[config.mk]
export PLATFORM = sky130hd
export DESIGN_NAME = bta_gen
export DESIGN_NICKNAME = d
export VERILOG_FILES = /design/src/rtl/bta_pkg.sv /design/src/rtl/bta_adder.sv /design/src/rtl/bta_select.sv /design/src/rtl/bta_hold.sv /design/src/rtl/bta_gen.sv
export SDC_FILE = /design/constraint.sdc
export NUM_CORES = 1
export LEC_CHECK = 0
export ABC_CLOCK_PERIOD_IN_PS = 4100
export BUFFER_PORTS_ARGS = -buffer_cell sky130_fd_sc_hd__buf_2
export CAP_MARGIN = 30
export CORE_MARGIN = 3
export CORE_UTILIZATION = 56
export DETAILED_ROUTE_END_ITERATION = 10
export PLACE_DENSITY = 0.87
export SLEW_MARGIN = 0
export SYNTH_ARGS = -nofsm -noshare
export SYNTH_HDL_FRONTEND = slang
export SYNTH_HIERARCHICAL = 1
export SYNTH_SLANG_ARGS = --single-unit
export TNS_END_PERCENT = 10
[constraint.sdc]
create_clock -name clk -period 4.1 [get_ports clk]
set_input_delay 0 -clock clk [delete_from_list [all_inputs] [get_ports clk]]
set_output_delay 0 -clock clk [all_outputs]
set_load 0.005 [all_outputs]
[src/rtl/bta_pkg.sv]
package bta_pkg;
  typedef enum logic [2:0] {
    K_REL  = 3'd0,
    K_PAGE = 3'd1,
    K_LONG = 3'd2,
    K_IJMP = 3'd3,
    K_CDPT = 3'd4,
    K_CPC  = 3'd5,
    K_RSV6 = 3'd6,
    K_RSV7 = 3'd7
  } kind_e;

  typedef struct packed {
    logic take;
    logic fetch;
  } flags_t;
endpackage

[src/rtl/bta_adder.sv]
module bta_adder #(
  parameter int AW = 16,
  parameter int OW = 8,
  parameter bit SEXT = 1'b0
) (
  input  logic [AW-1:0] base,
  input  logic [OW-1:0] off,
  output logic [AW-1:0] sum
);
  logic [AW-1:0] off_ext;
  generate
    if (SEXT) begin : g_sign
      assign off_ext = {{(AW-OW){off[OW-1]}}, off};
    end else begin : g_zero
      assign off_ext = {{(AW-OW){1'b0}}, off};
    end
  endgenerate
  assign sum = base + off_ext;
endmodule

[src/rtl/bta_select.sv]
module bta_select
  import bta_pkg::*;
#(
  parameter int DW = 8,
  parameter int PAGE_BITS = 11,
  localparam int AW = 2 * DW
) (
  input  logic [2:0]    kind,
  input  logic [AW-1:0] pc_next,
  input  logic [AW-1:0] rel_sum,
  input  logic [AW-1:0] dp_sum,
  input  logic [AW-1:0] pcacc_sum,
  input  logic [DW-1:0] opnd0,
  input  logic [DW-1:0] opnd1,
  output logic [AW-1:0] addr,
  output flags_t        flags,
  output logic          ok
);
  logic [AW-1:0] opcat;
  logic [AW-1:0] page_addr;
  assign opcat     = {opnd0, opnd1};
  assign page_addr = {pc_next[AW-1:PAGE_BITS], opcat[PAGE_BITS-1:0]};

  always_comb begin
    addr  = '0;
    flags = '0;
    ok    = 1'b1;
    unique case (kind_e'(kind))
      K_REL:  begin addr = rel_sum;   flags.take  = 1'b1; end
      K_PAGE: begin addr = page_addr; flags.take  = 1'b1; end
      K_LONG: begin addr = opcat;     flags.take  = 1'b1; end
      K_IJMP: begin addr = dp_sum;    flags.take  = 1'b1; end
      K_CDPT: begin addr = dp_sum;    flags.fetch = 1'b1; end
      K_CPC:  begin addr = pcacc_sum; flags.fetch = 1'b1; end
      default: ok = 1'b0;
    endcase
  end
endmodule

[src/rtl/bta_hold.sv]
module bta_hold
  import bta_pkg::*;
#(
  parameter int AW = 16
) (
  input  logic          clk,
  input  logic          rst_n,
  input  logic          load,
  input  logic          ld_ok,
  input  logic [AW-1:0] ld_addr,
  input  flags_t        ld_flags,
  output logic          out_valid,
  output logic [AW-1:0] out_addr,
  output flags_t        out_flags
);
  always_ff @(posedge clk) begin
    if (!rst_n) begin
      out_valid <= 1'b0;
      out_addr  <= '0;
      out_flags <= '0;
    end else if (load) begin
      out_valid <= ld_ok;
      out_addr  <= ld_addr;
      out_flags <= ld_ok ? ld_flags : '0;
    end
  end
endmodule

[src/rtl/bta_gen.sv]
module bta_gen
  import bta_pkg::*;
#(
  parameter int DW = 8,
  parameter int LW = 2,
  parameter int PAGE_BITS = 11,
  localparam int AW = 2 * DW
) (
  input  logic          clk,
  input  logic          rst_n,
  input  logic          in_valid,
  output logic          in_ready,
  input  logic [2:0]    req_kind,
  input  logic [AW-1:0] pc,
  input  logic [LW-1:0] len,
  input  logic [DW-1:0] opnd0,
  input  logic [DW-1:0] opnd1,
  input  logic [DW-1:0] acc,
  input  logic [AW-1:0] dptr,
  output logic          tgt_valid,
  input  logic          tgt_ready,
  output logic [AW-1:0] tgt_addr,
  output logic          tgt_take,
  output logic          tgt_fetch
);
  logic [AW-1:0] pc_next, rel_sum, dp_sum, pcacc_sum, sel_addr;
  flags_t        sel_flags, out_flags;
  logic          sel_ok;

  bta_adder #(.AW(AW), .OW(LW), .SEXT(1'b0)) u_pcn (.base(pc),      .off(len),   .sum(pc_next));
  bta_adder #(.AW(AW), .OW(DW), .SEXT(1'b1)) u_rel (.base(pc_next), .off(opnd0), .sum(rel_sum));
  bta_adder #(.AW(AW), .OW(DW), .SEXT(1'b0)) u_dpa (.base(dptr),    .off(acc),   .sum(dp_sum));
  bta_adder #(.AW(AW), .OW(DW), .SEXT(1'b0)) u_pca (.base(pc_next), .off(acc),   .sum(pcacc_sum));

  bta_select #(.DW(DW), .PAGE_BITS(PAGE_BITS)) u_sel (
    .kind(req_kind), .pc_next(pc_next), .rel_sum(rel_sum), .dp_sum(dp_sum),
    .pcacc_sum(pcacc_sum), .opnd0(opnd0), .opnd1(opnd1),
    .addr(sel_addr), .flags(sel_flags), .ok(sel_ok)
  );

  assign in_ready = !tgt_valid || tgt_ready;

  bta_hold #(.AW(AW)) u_hold (
    .clk(clk), .rst_n(rst_n), .load(in_ready), .ld_ok(in_valid && sel_ok),
    .ld_addr(sel_addr), .ld_flags(sel_flags),
    .out_valid(tgt_valid), .out_addr(tgt_addr), .out_flags(out_flags)
  );

  assign tgt_take  = out_flags.take;
  assign tgt_fetch = out_flags.fetch;
endmodule

==> run_results.csv <==
group,metric,value,unit
routing,highest_layer,"met4",
global_routing,grt_use_total,26.8,%
timing,finalCritPeriodShare,86.6,%
yosys,synth_area,3700,um2
timing,max_freq,0.282,GHz
finish,finalInstanceArea,4170,um2
worst_setup_path,rr_startpoint,"u_hold/out_valid$_SDFFE_PN0P_",
clock_tree,clockBufferDepth,2,
yosys,ys_types,65,
pwr,power_leakage,1.93,nW
worst_setup_path,path_buf_inv,2,
routing,drtPass1Iterations,7,
floorplanning,initial_utilization,60.0,%
timing,rsz0062_at_grt,"no",
worst_setup_path,endpoint_kind,"register",
worst_hold_path,hp-class,"in -> reg",
yosys,synth_seq_cells,19,
yosys,synthArstFlopShare,0,%
timing,worstMarginPinSlew,0.982,ns
yosys,synth_simple_gate_area_share,23.5,%
timing,final_hold_viol_count,0,
place,numPortBuffers,84,
routing,drc,0,
yosys,muxShareOfSynthArea,16.3,%
place,dpl.hpwl,8580,um
timing,slew_headroom,34.4,%
global_routing,antenna_found_initial,0,
floorplanning,placementRows,28,
timing,fin_skew,0.00774,ns
clock_tree,clk_latency,0.26,ns
clock_tree,post_cts_buffers,0,
routing,route.met2.wl,4820,um
worst_hold_path,holdCritStartpoint,"rst_n",
worst_setup_path,cp_slowest_cell,"fa_1",
floorplanning,die_h,87.3,um
clock_tree,cts_sinks,19,
floorplanning,dieArea,7620,um2
yosys,synth_edf_count,0,
worst_setup_path,startpoint,"pc[0]",
routing,via_per_inst,6.23,
finish,drive_above_1_share,28.2,%
yosys,synth_xor_area_share,12.6,%
global_routing,overflow,0,
finish,antenna_cells,0,
yosys,ys.flop_type,"dfxtp_1",
yosys,synth_compound_area_share,19.4,%
timing,tns,0,ns
routing,via_count,3740,
finish,mostFrequentLayoutCells,"buf_2 (84), nand2_1 (53), xnor2_1 (37)",
worst_setup_path,path_class,"in -> reg",
finish,fin_nets,628,
worst_setup_path,arrival,3.71,ns
timing,drv_slew,0,
routing,ant_nets,0,
clock_tree,cts_made_buffers,3,
yosys,ys_seq_area_share,10.3,%
finish,areaGrowthSynthToFinish,12.6,%
timing,setup_viol,0,
worst_setup_path,crit_family,"simple AND/OR/NAND/NOR gates",
worst_setup_path,slowest_delay,0.48,ns
clock_tree,clk_root_buffer_cell,"clkbuf_8",
run,cap_violations,0,
place,place_area,4120,um2
clock_tree,cts_tree,"done",
routing,met1_length,4490,um
pwr,powerDensity,224,nW/um2
floorplanning,die_x,87.3,um
yosys,synth_top_family_by_area,"simple AND/OR/NAND/NOR gates",
yosys,syn-mean-instance-area,8.22,um2
global_routing,grt_pass1_wl,16600,um
worst_setup_path,worstSetupStartpointType,"input port",
clock_tree,htree_levels,1,
finish,layout_commonest_cell,"buf_2",
yosys,syn-instance-count,450,
pwr,peakVddDrop,0.265,mV
yosys,postSynthNetCount,552,
worst_setup_path,path_cells,"buf_2 -> ha_1 -> inv_1 -> fa_1 -> nor4_4 -> nand3_1 -> xnor2_1 -> ha_1 -> and3_1 -> nor2b_1 -> nor3b_1 -> a211oi_1 -> xnor2_1 -> mux4_2 -> a22o_1 -> mux2i_1 -> nor2b_1",
yosys,yosys_warnings,6,
timing,fin_crit,3.55,ns
clock_tree,cts_hold_buf,0,
floorplanning,core-area,6170,um2
place,gp_congestion,0.999,
worst_setup_path,worstPathMaxFanout,6,
routing,first_iter_violations,397,
status,status,"complete, no violations",
worst_setup_path,required,4.26,ns
global_routing,grt_max_degree,46,
clock_tree,path_clk_slew,0.08,ns
routing,met3WireLength,861,um
global_routing,grt_pass1_vias,3583,
routing,wl_per_cell,17.4,um
floorplanning,num_io_pins,85,
routing,drt_wl_total,10400,um
yosys,synth_fa_ha_area_share,13.3,%
clock_tree,ctsResizeCount,0,
==> state kept, by name (all words and copies together) (netlist names) <==
| register | count |
|---|---|
| u_hold/out_flags | 2 |
| u_hold/out_addr | 16 |
| u_hold/out_valid | 1 |
==> worst paths after layout <==
| path | to | slack [ns] | cells after the start |
|---|---|---|---|
| worst max-delay path | u_hold/out_addr[14]$_SDFFE_PN0P_ | 0.55 | 17 |
| worst min register to register | u_hold/out_flags[1]$_SDFFE_PN0P_ | 0.48 | 2 |
| worst min-delay path | u_hold/out_addr[13]$_SDFFE_PN0P_ | 0.14 | 2 |
| worst max register to register | u_hold/out_addr[9]$_SDFFE_PN0P_ | 2.72 | 4 |
==> power by group <==
part           internal, mW  switching (mW)
combinational         0.264           0.325
sequential            0.202         0.00875
clock                0.0677          0.0657
==> per-stage QoR <==
step	hold WS (ns)	util, %	instances	total power [mW]	worst slack (ns)
2_1_floorplan	0.128	-	450	0.634	0.691
3_3_place_gp	0.401	66.6	595	0.768	0.402
3_5_place_dp	0.405	66.8	596	0.787	0.294
4_1_cts	0.140	67.6	600	0.920	0.562
5_1_grt	0.163	67.6	600	0.994	0.283
6_report	0.138	67.6	600	0.933	0.550
==> cell families (layout without fill, tap and decap cells) <==
logic type | after synthesis | in the layout
AND/OR/NAND/NOR | 161 | 161
AO/OA/AOI/OAI | 98 | 98
multiplexers | 55 | 55
XOR/XNOR | 53 | 53
adder cells (fa/ha/maj) | 37 | 37
buffers and inverters | 27 | 102
flip-flops | 19 | 19
==> worst reg2reg max path, delay by kind of cell, from the launching register on <==
family,cells,cell delay (ns)
and+or+nand+nor,2,0.48
DFF,1,0.33
buffers and inverters,1,0.24
muxes,1,0.23
==> cell usage after synthesis, types with 6 or more instances <==
master     number  area (um2)
xnor2_1        37         324
inv_1           9        33.8
mux2i_1        25         250
a21oi_1        25         125
and3_1          7        43.8
nor3_1          7        35.0
nor2b_1        23         144
xor2_1         16         140
buf_2           6        30.0
o21ai_0        14        70.1
buf_6           7        78.8
ha_1           33         413
o2111ai_1       7        61.3
nand2_1        53         199
nand4_1        15        93.8
nor2_1         11        41.3
mux2_2         28         315
a21o_1          7        52.6
dfxtp_1        19         380
nand3_1        27         135
==> layout make-up <==
cell class	count	area, um2
Inverter	9	33.8
Sequential cell	19	380
Multi-Input combinational cell	404	3150
Clock buffer	3	41.3
Timing Repair Buffer	89	465
Fill cell	533	2000
Tap cell	75	93.8
Clock inverter	1	5.00
==> metal layers <==
layer | GRT usage, % | vias up
met5 | 0 | -
met4 | 7.11 | 0
met3 | 3.03 | 22
met2 | 47.2 | 184
met1 | 34.4 | 1719
li1 | - | 1815
No activity file was read; power rests on OpenSTA's default activity.
